--- src/rtl/intr_pkg.sv ---
package intr_pkg;

  localparam int IRQ_W = 16;

  localparam int B_RXOK    = 0;
  localparam int B_RXERR   = 1;
  localparam int B_TXOK    = 2;
  localparam int B_TXERR   = 3;
  localparam int B_RXBUF   = 4;
  localparam int B_LINK    = 5;
  localparam int B_FIFO    = 6;
  localparam int B_CABLE   = 13;
  localparam int B_TIMEOUT = 14;
  localparam int B_SYSERR  = 15;

  // Implemented bits; 12..7 are reserved
  localparam logic [IRQ_W-1:0] IRQ_IMPL = 16'hE07F;

  typedef enum logic [2:0] {
    SEL_PEND  = 3'd0,
    SEL_MASK  = 3'd1,
    SEL_TIMER = 3'd2,
    SEL_CMP   = 3'd3,
    SEL_MISS  = 3'd4,
    SEL_NONE  = 3'd7
  } regSel_e;

  typedef struct packed {
    logic wrMask;
    logic wrTimer;
    logic wrCmp;
    logic clrMiss;
    logic clrPend;
  } strobe_t;

endpackage

--- src/rtl/intr_ctrl.sv ---
module intr_ctrl
  import intr_pkg::*;
(
  input  logic [2:0] regAddr,
  input  logic       regWrEn,
  input  logic       regRdEn,
  input  logic       swReset,
  output strobe_t    strb,
  output regSel_e    rdSel
);

  always_comb begin
    strb  = '0;
    rdSel = SEL_NONE;
    case (regAddr)
      3'd0: rdSel = SEL_PEND;
      3'd1: rdSel = SEL_MASK;
      3'd2: rdSel = SEL_TIMER;
      3'd3: rdSel = SEL_CMP;
      3'd4: rdSel = SEL_MISS;
      default: rdSel = SEL_NONE;
    endcase
    strb.clrPend = regRdEn && (rdSel == SEL_PEND);
    strb.wrMask  = regWrEn && (rdSel == SEL_MASK);
    strb.wrTimer = regWrEn && (rdSel == SEL_TIMER);
    strb.wrCmp   = regWrEn && (rdSel == SEL_CMP);
    strb.clrMiss = swReset || (regWrEn && (rdSel == SEL_MISS));
  end

endmodule

--- src/rtl/intr_timer.sv ---
module intr_timer
  import intr_pkg::*;
#(
  parameter int TIMER_W = 32
)(
  input  logic               clk,
  input  logic               rstN,
  input  strobe_t            strb,
  input  logic [TIMER_W-1:0] wrData,
  output logic [TIMER_W-1:0] timerVal,
  output logic [TIMER_W-1:0] cmpVal,
  output logic               timeoutHit
);

  logic [TIMER_W-1:0] timerQ;
  logic [TIMER_W-1:0] cmpQ;

  always_ff @(posedge clk or negedge rstN) begin
    if (!rstN) timerQ <= '0;
    else if (strb.wrTimer) timerQ <= '0;
    else timerQ <= timerQ + TIMER_W'(1);
  end

  always_ff @(posedge clk or negedge rstN) begin
    if (!rstN) cmpQ <= '0;
    else if (strb.wrCmp) cmpQ <= wrData;
  end

  assign timeoutHit = (cmpQ != '0) && (timerQ == cmpQ);
  assign timerVal   = timerQ;
  assign cmpVal     = cmpQ;

  AST_TIMER_RESTART: assert property (@(posedge clk) disable iff (!rstN)
    strb.wrTimer |=> (timerQ == '0));

  AST_TIMER_STEP: assert property (@(posedge clk) disable iff (!rstN)
    !strb.wrTimer |=> (timerQ == TIMER_W'($past(timerQ) + TIMER_W'(1))));

endmodule

--- src/rtl/intr_datapath.sv ---
module intr_datapath
  import intr_pkg::*;
#(
  parameter int DATA_W = 32,
  parameter int TIMER_W = 32,
  parameter int MISS_W = 24
)(
  input  logic               clk,
  input  logic               rstN,
  input  strobe_t            strb,
  input  regSel_e            rdSel,
  input  logic [DATA_W-1:0]  wrData,
  input  logic [IRQ_W-1:0]   evVec,
  input  logic               timeoutHit,
  input  logic               missEv,
  input  logic [TIMER_W-1:0] timerVal,
  input  logic [TIMER_W-1:0] cmpVal,
  output logic [DATA_W-1:0]  rdData,
  output logic [IRQ_W-1:0]   pendOut,
  output logic [IRQ_W-1:0]   maskOut
);

  logic [IRQ_W-1:0]  evAll;
  logic [IRQ_W-1:0]  pend;
  logic [IRQ_W-1:0]  mask;
  logic [MISS_W-1:0] missCnt;

  always_comb begin
    evAll = evVec;
    evAll[B_TIMEOUT] = timeoutHit;
  end

  for (genvar i = 0; i < IRQ_W; i++) begin : g_bit
    if (IRQ_IMPL[i]) begin : g_impl
      logic pendQ;
      logic maskQ;
      always_ff @(posedge clk or negedge rstN) begin
        if (!rstN) pendQ <= 1'b0;
        else pendQ <= (pendQ & ~strb.clrPend) | evAll[i];
      end
      always_ff @(posedge clk or negedge rstN) begin
        if (!rstN) maskQ <= 1'b0;
        else if (strb.wrMask) maskQ <= wrData[i];
      end
      assign pend[i] = pendQ;
      assign mask[i] = maskQ;
    end else begin : g_rsvd
      assign pend[i] = 1'b0;
      assign mask[i] = 1'b0;
    end
  end

  always_ff @(posedge clk or negedge rstN) begin
    if (!rstN) missCnt <= '0;
    else if (strb.clrMiss) missCnt <= '0;
    else if (missEv) missCnt <= missCnt + MISS_W'(1);
  end

  always_comb begin
    case (rdSel)
      SEL_PEND:  rdData = DATA_W'(pend);
      SEL_MASK:  rdData = DATA_W'(mask);
      SEL_TIMER: rdData = DATA_W'(timerVal);
      SEL_CMP:   rdData = DATA_W'(cmpVal);
      SEL_MISS:  rdData = DATA_W'(missCnt);
      default:   rdData = '0;
    endcase
  end

  assign pendOut = pend;
  assign maskOut = mask;

  AST_EVENT_LATCH: assert property (@(posedge clk) disable iff (!rstN)
    (evVec != '0) |=> ((pend & $past(evVec & IRQ_IMPL)) == $past(evVec & IRQ_IMPL)));

  AST_CLEAR_ON_READ: assert property (@(posedge clk) disable iff (!rstN)
    (strb.clrPend && evVec == '0 && !timeoutHit) |=> (pend == '0));

  AST_NO_ZERO_TIMEOUT: assert property (@(posedge clk) disable iff (!rstN)
    (cmpVal == '0) |=> !$rose(pend[B_TIMEOUT]));

  AST_MISS_CLEAR: assert property (@(posedge clk) disable iff (!rstN)
    strb.clrMiss |=> (missCnt == '0));

endmodule

--- src/rtl/intr_event_unit.sv ---
module intr_event_unit
  import intr_pkg::*;
#(
  parameter int DATA_W = 32,
  parameter int TIMER_W = 32,
  parameter int MISS_W = 24
)(
  input  logic              clk,
  input  logic              rstN,
  input  logic              swReset,
  input  logic [2:0]        regAddr,
  input  logic              regWrEn,
  input  logic              regRdEn,
  input  logic [DATA_W-1:0] regWrData,
  output logic [DATA_W-1:0] regRdData,
  input  logic              evRxOk,
  input  logic              evRxErr,
  input  logic              evTxOk,
  input  logic              evTxErr,
  input  logic              evRxBufOvf,
  input  logic              evLinkChg,
  input  logic              evFifoOvf,
  input  logic              evCableChg,
  input  logic              evSysErr,
  input  logic              evMissedPkt,
  output logic              intN
);

  strobe_t            strb;
  regSel_e            rdSel;
  logic [IRQ_W-1:0]   evVec;
  logic [TIMER_W-1:0] timerVal;
  logic [TIMER_W-1:0] cmpVal;
  logic               timeoutHit;
  logic [IRQ_W-1:0]   pend;
  logic [IRQ_W-1:0]   mask;

  always_comb begin
    evVec = '0;
    evVec[B_RXOK]   = evRxOk;
    evVec[B_RXERR]  = evRxErr;
    evVec[B_TXOK]   = evTxOk;
    evVec[B_TXERR]  = evTxErr;
    evVec[B_RXBUF]  = evRxBufOvf;
    evVec[B_LINK]   = evLinkChg;
    evVec[B_FIFO]   = evFifoOvf;
    evVec[B_CABLE]  = evCableChg;
    evVec[B_SYSERR] = evSysErr;
  end

  intr_ctrl u_ctrl (
    .regAddr (regAddr),
    .regWrEn (regWrEn),
    .regRdEn (regRdEn),
    .swReset (swReset),
    .strb    (strb),
    .rdSel   (rdSel)
  );

  intr_timer #(.TIMER_W(TIMER_W)) u_timer (
    .clk        (clk),
    .rstN       (rstN),
    .strb       (strb),
    .wrData     (regWrData[TIMER_W-1:0]),
    .timerVal   (timerVal),
    .cmpVal     (cmpVal),
    .timeoutHit (timeoutHit)
  );

  intr_datapath #(.DATA_W(DATA_W), .TIMER_W(TIMER_W), .MISS_W(MISS_W)) u_dp (
    .clk        (clk),
    .rstN       (rstN),
    .strb       (strb),
    .rdSel      (rdSel),
    .wrData     (regWrData),
    .evVec      (evVec),
    .timeoutHit (timeoutHit),
    .missEv     (evMissedPkt),
    .timerVal   (timerVal),
    .cmpVal     (cmpVal),
    .rdData     (regRdData),
    .pendOut    (pend),
    .maskOut    (mask)
  );

  assign intN = ~|(pend & mask);

  AST_MASKED_QUIET: assert property (@(posedge clk) disable iff (!rstN)
    (mask == '0) |-> intN);

  AST_PEND_WRITE_IGNORED: assert property (@(posedge clk) disable iff (!rstN)
    (regWrEn && regAddr == 3'd0 && !regRdEn && evVec == '0 && !timeoutHit) |=> (pend == $past(pend)));

endmodule

--- config.mk ---
export PLATFORM = sky130hd
export DESIGN_NAME = intr_event_unit
export DESIGN_NICKNAME = d
export VERILOG_FILES = /design/src/rtl/intr_pkg.sv /design/src/rtl/intr_ctrl.sv /design/src/rtl/intr_timer.sv /design/src/rtl/intr_datapath.sv /design/src/rtl/intr_event_unit.sv
export SDC_FILE = /design/constraint.sdc
export NUM_CORES = 1
export LEC_CHECK = 0
export ABC_CLOCK_PERIOD_IN_PS = 6730
export BUFFER_PORTS_ARGS = -buffer_cell sky130_fd_sc_hd__buf_2
export CORE_MARGIN = 1.5
export CORE_UTILIZATION = 43
export CTS_BUF_LIST = sky130_fd_sc_hd__clkbuf_4
export DETAILED_ROUTE_END_ITERATION = 10
export PLACE_DENSITY = 0.68
export SLEW_MARGIN = 20
export SYNTH_ARGS = -nofsm -noshare
export SYNTH_HDL_FRONTEND = slang
export SYNTH_SLANG_ARGS = --single-unit
--- constraint.sdc ---
create_clock -name clk -period 6.73 [get_ports clk]
set_input_delay 2.019 -clock clk [delete_from_list [all_inputs] [get_ports clk]]
set_output_delay 2.019 -clock clk [all_outputs]
set_load 0.05 [all_outputs]
==> metrics.txt, run 1 <==
status=finished clean; Reg2Reg Depth=5; Placeable Area=13800 um2; number of antenna violations at the first check in global routing=0; number of iterations in the first detailed-routing pass=5; worst setup path startpoint=regAddr[0]; wire length of the first global-routing pass=25.2 mm; number of port buffers=82; Critical Path Start Type=input port; main flop type after synthesis=sky130_fd_sc_hd__dfrtp_1; CP Capture Type=output pin; post-route setup TNS=0 ns; H-tree depth=3; Cell Area, Synth=6040 um2; most used cell along the critical path=sky130_fd_sc_hd__buf_2; data required time of the worst path=4.71 ns; total length of routed wires=15.8 mm; register-to-register setup slack=4.05 ns; die height=121 um; pin count of the biggest net entering global routing=62; leakage dissipation=2.91 nW; vias post-DR=4991; placer congestion estimate=0.909; overall power after layout=1.61 mW; setup repair after global routing missed its margin=false; Layout Area Growth over Synthesis=11.0%; via count of the first global-routing pass=4738; effective utilization at floorplan=43.8%; count of unresolved DRC violations after routing=0; clk slew on worst S/H paths=0.15 ns; number of enable-type register cells in the synthesized netlist=0; wire length per cell after detailed routing=18.9 um; HPWL Detailed=11.5 mm; type of the worst setup path=in2out; worst hold path type=reg2reg; Yosys Warn Count=0; Setup crit end=regRdData[6]; remaining antenna violation count=0; IO Pins=83; number of placement rows=43; final hold violation count=0; via density per instance=5.98; Worst path max stage delay=0.78 ns; DRT iter0 DRCs=544; antenna diode count=0; average cell area after synthesis=10.2 um2; Worst R2R End=u_timer.timerVal[22]; synthesized instance count=593; CP cell instances=buf_2, mux4_1, inv_1, o21ai_0, buf_2; worst relative slew slack=29.5%; total clock buffers created by CTS=9; final max-slew violation count=0; GR Util All Layers=22.3%; cell type of the slowest stage on the worst timing path=sky130_fd_sc_hd__buf_2; number of sinks on the clock net=108; number of hold buffers added after CTS=0; WP data arrival=3.83 ns; CTS tree=done; synthesized netlist net count=645; Die Footprint=14800 um2; final setup vio count=0; highest clock rate=171 MHz; utilization after layout=48.7%; die width=121 um; fraction of synthesis flops using an asynchronous set or reset pin=100%; Post-Route Skew=0.0155 ns; total of flip-flops plus latches after synthesis=108; MaxCap Viol Count=0; Unique masters post-synth=45; total congestion overflow after global routing=0; worst IR drop on VDD=0.160 mV; clock latency at the later pin of the worst-skew pair=0.49 ns; Filler Cells Inserted=1337; final clock period utilization by the worst path=86.9%; setup bufs post-CTS=0; clock root cell=sky130_fd_sc_hd__clkbuf_4; post-route minimum period=5.85 ns; Power per Cell Area=241 nW/um2; post-cts sizing count=0; Nets=701; worst-margin pin slew=1.06 ns; crit path max fanout=36; layout cell share with drive strength beyond 1=24.6%; part of the Yosys area used for sequential elements=44.8%; Longest Clk Path Bufs=2; start of the worst register-to-register path=u_timer.timerVal[0]
-- through the flow --
stage	setup WS [ns]	hold slack [ns]	instances	instance area [um2]
6_report	0.882	0.539	834	6700
5_1_grt	0.763	0.564	834	6700
3_5_place_dp	0.881	0.501	818	6540
3_3_place_gp	0.906	0.491	818	6540
2_1_floorplan	0.498	0.465	593	6040
4_1_cts	0.869	0.539	834	6700
-- how the worst min path moves through the flow --
stage	startpoint	endpoint	slack, ns	cells after the start
detailed placement	u_dp.g_bit[15].g_impl.pendQ	u_dp.g_bit[15].g_impl.pendQ	0.50	1
finish	u_dp.g_bit[5].g_impl.pendQ	u_dp.g_bit[5].g_impl.pendQ	0.54	1
global route	u_dp.g_bit[2].g_impl.pendQ	u_dp.g_bit[2].g_impl.pendQ	0.56	1
global placement	u_dp.g_bit[3].g_impl.pendQ	u_dp.g_bit[3].g_impl.pendQ	0.49	1
CTS	u_dp.g_bit[15].g_impl.pendQ	u_dp.g_bit[15].g_impl.pendQ	0.54	1
floorplan	u_dp.g_bit[6].g_impl.pendQ	u_dp.g_bit[6].g_impl.pendQ	0.46	1
-- layout make-up --
class	instances	area, um2	area share [%]
multi-input combinational	428	3110	46.5
sequential	108	2700	40.3
timing repair buffer	85	435	6.50
tap	180	225	3.36
clock inverter	6	86.3	1.29
clock buffer	10	75.1	1.12
inverter	17	63.8	0.952
-- cells by family (layout without fill, tap and decap cells) --
group	Yosys count	after routing	share of synthesized area [%]
adder cells (fa/ha/maj)	2	2	0.415
AND/OR/NAND/NOR	198	198	17.7
XOR/XNOR	57	57	8.27
multiplexers	75	75	15.4
buffers and inverters	57	118	3.79
flip-flops	108	108	44.8
AO/OA/AOI/OAI	96	96	9.58
-- cell usage after synthesis, types with 2 or more instances --
cell type	instances	area, um2
sky130_fd_sc_hd__nand3_1	17	85.1
sky130_fd_sc_hd__o31ai_1	16	120
sky130_fd_sc_hd__ha_1	2	25.0
sky130_fd_sc_hd__or4b_2	2	20.0
sky130_fd_sc_hd__or4_1	16	120
sky130_fd_sc_hd__a221oi_1	2	17.5
sky130_fd_sc_hd__xnor2_1	15	131
sky130_fd_sc_hd__nor3b_1	2	15.0
sky130_fd_sc_hd__or2_2	2	12.5
sky130_fd_sc_hd__a22o_1	2	17.5
sky130_fd_sc_hd__buf_2	8	40.0
sky130_fd_sc_hd__nor4_1	21	131
sky130_fd_sc_hd__mux4_2	9	203
sky130_fd_sc_hd__a21oi_1	26	130
sky130_fd_sc_hd__and4_1	5	43.8
sky130_fd_sc_hd__o21ai_0	35	175
sky130_fd_sc_hd__nor2_1	38	143
sky130_fd_sc_hd__nor3_1	8	40.0
sky130_fd_sc_hd__xor2_1	42	368
sky130_fd_sc_hd__buf_1	6	22.5
sky130_fd_sc_hd__and3_1	6	37.5
sky130_fd_sc_hd__mux2i_1	23	230
sky130_fd_sc_hd__and2_1	3	18.8
sky130_fd_sc_hd__nand4_1	19	119
sky130_fd_sc_hd__or3_1	10	62.6
sky130_fd_sc_hd__dfrtp_1	108	2700
sky130_fd_sc_hd__mux2_2	42	473
sky130_fd_sc_hd__clkbuf_1	24	90.1
sky130_fd_sc_hd__nand2_1	43	161
sky130_fd_sc_hd__a21o_1	10	75.1
sky130_fd_sc_hd__inv_1	17	63.8
-- state kept, by name, summed over array words and instances (netlist names) --
register and count:
u_dp.g_bit.g_impl.maskQ 10, u_dp.g_bit.g_impl.pendQ 10, u_dp.missCnt 24, u_timer.cmpVal 32, u_timer.timerVal 32
-- per-layer routing --
layer / GRT usage [%] / vias to the layer above / wire, um
li1: - / 2272 / -
met1: 30.7 / 2501 / 7000
met2: 35.8 / 187 / 7410
met3: 4.18 / 31 / 996
met4: 7.13 / 0 / 376
met5: 0 / - / 0
-- placed cells by master (no fill, tap or decap), drive strengths merged, types with 2 or more instances in the layout --
cell | netlist | routed
dfrtp | 108 | 108
xor2 | 42 | 42
and3 | 6 | 6
mux2i | 23 | 23
ha | 2 | 2
o31ai | 16 | 16
clkbuf | 25 | 10
xnor2 | 15 | 15
or2 | 2 | 2
nor2 | 38 | 38
or4b | 2 | 2
o21ai | 35 | 35
nand3 | 17 | 17
a22o | 2 | 2
nor4 | 21 | 21
mux4 | 10 | 10
nor3 | 9 | 9
nand2 | 43 | 43
a21o | 10 | 10
and4 | 5 | 5
clkinv | 0 | 2
nand4 | 20 | 20
nor3b | 2 | 2
mux2 | 42 | 42
inv | 17 | 19
or4 | 16 | 16
or3 | 11 | 11
buf | 15 | 85
a21oi | 26 | 26
bufinv | 0 | 2
and2 | 3 | 3
a221oi | 2 | 2
-- critical path, delay by kind of cell --
kind / cells / cell delay (ns)
buffers and inverters: 3 / 1.07
AO/OA/AOI/OAI: 1 / 0.06
multiplexers: 1 / 0.67
-- power by group --
group	switching, mW	total (mW)	internal [mW]
registers	0.148	0.879	0.731
clock network	0.218	0.374	0.156
logic	0.197	0.360	0.163
No activity file was read; power rests on OpenSTA's default activity.
==> run 2, diff against run 1 <==
--- a/config.mk
+++ b/config.mk
@@ -5,14 +5,14 @@
 export SDC_FILE = /design/constraint.sdc
 export NUM_CORES = 1
 export LEC_CHECK = 0
+export ABC_AREA = 1
 export ABC_CLOCK_PERIOD_IN_PS = 6730
 export BUFFER_PORTS_ARGS = -buffer_cell sky130_fd_sc_hd__buf_2
 export CORE_MARGIN = 1.5
 export CORE_UTILIZATION = 43
 export CTS_BUF_LIST = sky130_fd_sc_hd__clkbuf_4
 export DETAILED_ROUTE_END_ITERATION = 10
-export PLACE_DENSITY = 0.68
-export SLEW_MARGIN = 20
+export PLACE_DENSITY = 0.67
 export SYNTH_ARGS = -nofsm -noshare
 export SYNTH_HDL_FRONTEND = slang
 export SYNTH_SLANG_ARGS = --single-unit
==> metrics.txt, run 2 <==
status=finished clean; Unique masters post-synth=35; post-route minimum period=5.49 ns; total length of routed wires=19.2 mm; total of flip-flops plus latches after synthesis=108; HPWL Detailed=14.8 mm; Critical Path Start Type=input port; die width=125 um; final hold slack=0.518 ns; worst relative slew slack=41.2%; most area-hungry cell type in the Yosys netlist=sky130_fd_sc_hd__dfrtp_1; combined flip-flop and latch cell area=2700 um2; via count of the first global-routing pass=5859; Placeable Area=14500 um2; WP data arrival=3.47 ns; crit path max fanout=20; fraction of synthesis flops using an asynchronous set or reset pin=100%; data required time of the worst path=4.71 ns; Yosys Warn Count=0; setup bufs post-CTS=0; synthesized instance count=896; count of unresolved DRC violations after routing=0; CP Capture Type=output pin; main flop type after synthesis=sky130_fd_sc_hd__dfrtp_1; remaining antenna violation count=0; die height=125 um; clock root cell=sky130_fd_sc_hd__clkbuf_4; DRT iter0 DRCs=583; pin count of the biggest net entering global routing=69; GR Util All Layers=25.1%; placer congestion estimate=0.931; post-route setup TNS=0 ns; worst-margin pin slew=0.882 ns; number of iterations in the first detailed-routing pass=6; number of placement rows=44; final clock period utilization by the worst path=81.6%; number of enable-type register cells in the synthesized netlist=0; effective utilization at floorplan=44.1%; Die Footprint=15600 um2; worst hold path type=reg2reg; number of hold buffers added after CTS=0; Cell Area, Synth=6400 um2; Nets=1027; average cell area after synthesis=7.15 um2; via density per instance=5.27; wire length of the first global-routing pass=30.8 mm; most common library cells after synthesis=sky130_fd_sc_hd__nand2_1 (242), sky130_fd_sc_hd__inv_1 (127), sky130_fd_sc_hd__nor2_1 (113), sky130_fd_sc_hd__dfrtp_1 (108), sky130_fd_sc_hd__o21ai_0 (47); clock latency at the later pin of the worst-skew pair=0.52 ns; Post-Route Skew=0.0259 ns; type of the worst setup path=in2out; vias post-DR=6144; multi-input gate area in the final layout=3110 um2; Layout Area Growth over Synthesis=11.7%; Power per Cell Area=216 nW/um2; setup repair after global routing missed its margin=false; Longest Clk Path Bufs=2; layout cell share with drive strength beyond 1=14.4%; final max-slew violation count=0; synthesized netlist net count=948; clk slew on worst S/H paths=0.19 ns; wire length per cell after detailed routing=16.5 um; post-cts sizing count=0; part of the Yosys area used for sequential elements=42.2%; IO Pins=83; CTS tree=done; leakage dissipation=3.41 nW; final setup vio count=0; H-tree depth=3; proportion of netlist area held by the largest area contributor=42.2%; Filler Cells Inserted=1498; total clock buffers created by CTS=9; worst IR drop on VDD=0.101 mV; MaxCap Viol Count=0; number of sinks on the clock net=108; commonest non-fill, non-tap cells in the layout=sky130_fd_sc_hd__nand2_1 (241), sky130_fd_sc_hd__inv_1 (127), sky130_fd_sc_hd__nor2_1 (113), sky130_fd_sc_hd__dfrtp_1 (108), sky130_fd_sc_hd__buf_2 (81); number of port buffers=82; total congestion overflow after global routing=0; top post-synthesis cells by area=sky130_fd_sc_hd__dfrtp_1 (42%), sky130_fd_sc_hd__nand2_1 (14%), sky130_fd_sc_hd__inv_1 (7.4%), sky130_fd_sc_hd__nor2_1 (6.6%), sky130_fd_sc_hd__o21ai_0 (3.7%); highest clock rate=182 MHz; count leader, synth=sky130_fd_sc_hd__nand2_1; most common cell after layout, fill and taps aside=sky130_fd_sc_hd__nand2_1; final hold violation count=0; number of antenna violations at the first check in global routing=1
==> run 2: cell count changes after synthesis, moves of 19 or more <==
cell / before / now
sky130_fd_sc_hd__nand2_1: 43 / 242
sky130_fd_sc_hd__nor2_1: 38 / 113
sky130_fd_sc_hd__nor4_1: 21 / 1
sky130_fd_sc_hd__mux2i_1: 23 / 0
sky130_fd_sc_hd__xor2_1: 42 / 3
sky130_fd_sc_hd__inv_1: 17 / 127
sky130_fd_sc_hd__a21oi_1: 26 / 45
sky130_fd_sc_hd__mux2_2: 42 / 0
sky130_fd_sc_hd__nor3_1: 8 / 28
==> run 2: area by class of cell <==
type,instances,area share [%]
flip-flops and latches,108,37.8
diodes,1,0.0350
clock buffers,9,0.944
clock inverters,7,1.14
repair buffers,88,6.40
multi-input cells,633,43.4
well taps,184,3.22
inverters,135,7.08
==> run 2: report_power, final <==
group	switching [mW]	internal [mW]	total, mW
Combinational	0.259	0.125	0.384
Clock	0.258	0.0913	0.349
Sequential	0.0924	0.722	0.814
Total	0.610	0.938	1.55
==> run 2: final timing paths <==
kind | from | endpoint | slack, ns | cells after the start
max | regAddr[2] | regRdData[12] | 1.24 | 6
min | u_dp.g_bit[3].g_impl.maskQ | u_dp.g_bit[3].g_impl.maskQ | 0.52 | 2
max reg2reg | u_timer.timerVal[0] | u_timer.timerVal[22] | 4.99 | 9
min reg2reg | u_dp.g_bit[3].g_impl.maskQ | u_dp.g_bit[3].g_impl.maskQ | 0.52 | 2
max in group asynchronous | rstN | u_dp.missCnt[10] | 4.02 | 2
min in group asynchronous | rstN | u_timer.cmpVal[16] | 1.60 | 1
==> run 2: routing by layer <==
layer / up-vias / wire length [um] / global-route usage (%)
li1: 3041 / - / -
met1: 2812 / 8460 / 34.2
met2: 250 / 8810 / 40.4
met3: 41 / 1420 / 5.01
met4: 0 / 501 / 8.16
met5: - / 0 / 0
==> run 2: cell families (layout without fill, tap and decap cells) <==
| kind of cell | count (synthesis) | after routing | share of synthesized area [%] |
|---|---|---|---|
| fa+ha+maj | 2 | 2 | 0.391 |
| buf+inv | 155 | 239 | 9.32 |
| other cells | 0 | 1 | 0 |
| flops | 108 | 108 | 42.2 |
| compound gates | 151 | 151 | 13.7 |
| mux | 7 | 7 | 1.23 |
| simple gates | 454 | 454 | 30.5 |
| xor+xnor | 19 | 19 | 2.60 |
==> run 2: through the flow <==
step	instance area [um2]	setup WS, ns	power (mW)	instances	utilization, %
floorplan	6400	1.14	1.06	896	-
global placement	7000	1.27	1.21	1148	48.2
CTS	7150	1.26	1.56	1164	49.2
detailed placement	7000	1.25	1.21	1148	48.2
finish	7160	1.24	1.55	1165	49.2
global route	7160	1.19	1.63	1165	49.2
==> run 2: worst max-delay path: stages <==
cell	delay [ns]
sky130_fd_sc_hd__buf_2	0.12
sky130_fd_sc_hd__nor3_2	0.16
sky130_fd_sc_hd__buf_4	0.29
sky130_fd_sc_hd__inv_2	0.21
sky130_fd_sc_hd__o221ai_1	0.33
sky130_fd_sc_hd__buf_2	0.33
==> run 3, diff against run 2 <==
--- a/config.mk
+++ b/config.mk
@@ -5,14 +5,14 @@
 export SDC_FILE = /design/constraint.sdc
 export NUM_CORES = 1
 export LEC_CHECK = 0
-export ABC_AREA = 1
-export ABC_CLOCK_PERIOD_IN_PS = 6730
+export ABC_AREA = 0
+export ABC_CLOCK_PERIOD_IN_PS = 4600
 export BUFFER_PORTS_ARGS = -buffer_cell sky130_fd_sc_hd__buf_2
 export CORE_MARGIN = 1.5
 export CORE_UTILIZATION = 43
 export CTS_BUF_LIST = sky130_fd_sc_hd__clkbuf_4
 export DETAILED_ROUTE_END_ITERATION = 10
-export PLACE_DENSITY = 0.67
+export PLACE_DENSITY = 0.7
 export SYNTH_ARGS = -nofsm -noshare
 export SYNTH_HDL_FRONTEND = slang
 export SYNTH_SLANG_ARGS = --single-unit
==> constraint.sdc (replaced) <==
create_clock -name clk -period 4.6 [get_ports clk]
set_input_delay 1.38 -clock clk [delete_from_list [all_inputs] [get_ports clk]]
set_output_delay 1.38 -clock clk [all_outputs]
set_load 0.05 [all_outputs]
==> metrics.txt, run 3 (same netlist as run 1, synthesis figures left out) <==
Worst path max stage delay=0.63 ns; combined flip-flop and latch cell area=2700 um2; worst hold path type=reg2reg; via count of the first global-routing pass=4943; data required time of the worst path=3.22 ns; number of sinks on the clock net=108; number of hold buffers added after CTS=0; die height=121 um; WP data arrival=2.83 ns; worst-margin pin slew=0.872 ns; H-tree depth=3; worst IR drop on VDD=0.128 mV; Nets=707; status=finished clean; number of placement rows=43; clk slew on worst S/H paths=0.17 ns; remaining antenna violation count=0; effective utilization at floorplan=43.8%; final clock period utilization by the worst path=91.6%; DRT iter0 DRCs=385; post-cts sizing count=0; CP Capture Type=output pin; highest clock rate=237 MHz; Placeable Area=13800 um2; CTS tree=done; Placed Cells=824; Die Footprint=14800 um2; number of antenna violations at the first check in global routing=0; final setup vio count=0; post-route setup TNS=0 ns; Critical Path Start Type=input port; MaxCap Viol Count=0; GR Util All Layers=22.8%; Reg2Reg Depth=5; commonest non-fill, non-tap cells in the layout=sky130_fd_sc_hd__dfrtp_1 (108), sky130_fd_sc_hd__buf_2 (81), sky130_fd_sc_hd__nand2_1 (43), sky130_fd_sc_hd__xor2_1 (42), sky130_fd_sc_hd__mux2_2 (42); crit path max fanout=18; Layout Area Growth over Synthesis=12.1%; multi-input gate area in the final layout=3110 um2; IO Pins=83; CP cell instances=buf_2, mux4_1, inv_1, o21ai_0, buf_2; worst relative slew slack=41.5%; most common cell after layout, fill and taps aside=sky130_fd_sc_hd__dfrtp_1; post-route non-filler standard cell count=840; setup repair after global routing missed its margin=false; wire length per cell after detailed routing=19.1 um; wire length of the first global-routing pass=25.7 mm; count of unresolved DRC violations after routing=0; total clock buffers created by CTS=9; number of stages on the worst hold path=1; Post-Route Skew=0.0283 ns; worst setup path startpoint=regAddr[0]; layout cell share with drive strength beyond 1=25.5%; total congestion overflow after global routing=0; via density per instance=5.95; final hold violation count=0; HPWL Detailed=11.9 mm; antenna diode count=0; leakage dissipation=2.94 nW; placer congestion estimate=0.959; total length of routed wires=16.0 mm; most used cell along the critical path=sky130_fd_sc_hd__buf_2; type of the worst setup path=in2out; final max-slew violation count=0; vias post-DR=4995; Power per Cell Area=353 nW/um2; Longest Clk Path Bufs=2; post-route minimum period=4.21 ns; number of port buffers=82; die width=121 um; setup bufs post-CTS=0; start of the worst register-to-register path=u_timer.timerVal[0]; HP Start=u_dp.g_bit[3].g_impl.pendQ; clock root cell=sky130_fd_sc_hd__clkbuf_4; cell type of the slowest stage on the worst timing path=sky130_fd_sc_hd__mux4_1; Filler Cells Inserted=1268; pin count of the biggest net entering global routing=42; number of iterations in the first detailed-routing pass=5; clock latency at the later pin of the worst-skew pair=0.50 ns
-- run 3: cell count changes in the layout (fill, tap and decap cells not counted), moves of 14 or more --
cell	before	now
sky130_fd_sc_hd__nand2_1	241	43
sky130_fd_sc_hd__inv_1	127	17
sky130_fd_sc_hd__or4_1	0	16
sky130_fd_sc_hd__o22ai_1	16	0
sky130_fd_sc_hd__o21ai_0	47	23
sky130_fd_sc_hd__o221ai_1	14	0
sky130_fd_sc_hd__nor2_1	113	38
sky130_fd_sc_hd__mux2_2	0	42
sky130_fd_sc_hd__mux2i_1	0	23
sky130_fd_sc_hd__nor4_1	1	21
sky130_fd_sc_hd__o31ai_1	0	16
sky130_fd_sc_hd__nor3_1	28	8
sky130_fd_sc_hd__a21oi_1	45	26
sky130_fd_sc_hd__xor2_1	3	42
-- run 3: layout make-up --
type | instances | share of cell area (%)
clock buffer | 10 | 1.11
clock inverter | 6 | 1.39
inverter | 17 | 0.943
multi-input combinational | 428 | 46.0
sequential | 108 | 39.9
tap | 180 | 3.33
timing repair buffer | 91 | 7.28
-- run 3: per-layer routing --
layer / GRT usage [%] / wire length (um)
met1: 30.0 / 6860
met4: 9.71 / 448
met2: 36.7 / 7750
met5: 0 / 0
met3: 4.23 / 978
-- run 3: path summary, 6_finish.rpt --
| path | slack [ns] | end |
|---|---|---|
| max | 0.39 | regRdData[6] |
| max in group asynchronous | 2.84 | u_timer.cmpVal[8] |
| max reg2reg | 1.81 | u_timer.timerVal[22] |
| min in group asynchronous | 0.82 | u_dp.missCnt[1] |
| min | 0.53 | u_dp.g_bit[3].g_impl.pendQ |
| min reg2reg | 0.53 | u_dp.g_bit[3].g_impl.pendQ |
-- run 3: power breakdown --
group	switching [mW]	internal, mW
combinational	0.297	0.244
clock	0.331	0.231
sequential	0.214	1.07
total	0.841	1.54
-- run 3: metrics by stage --
step / setup slack, ns / util [%] / power [mW] / hold WS, ns / area, um2
after floorplan: 0.00141 / - / 1.62 / 0.465 / 6040
after global placement: 0.436 / 47.9 / 1.82 / 0.490 / 6600
after detailed placement: 0.381 / 47.9 / 1.84 / 0.492 / 6600
after CTS: 0.377 / 49.1 / 2.40 / 0.532 / 6770
after global routing: 0.291 / 49.1 / 2.50 / 0.553 / 6770
final: 0.386 / 49.1 / 2.39 / 0.532 / 6770
-- run 3: critical path, delay by kind of cell --
kind            cells  cell delay [ns]
buf+inv             3             0.73
compound gates      1             0.08
mux                 1             0.63
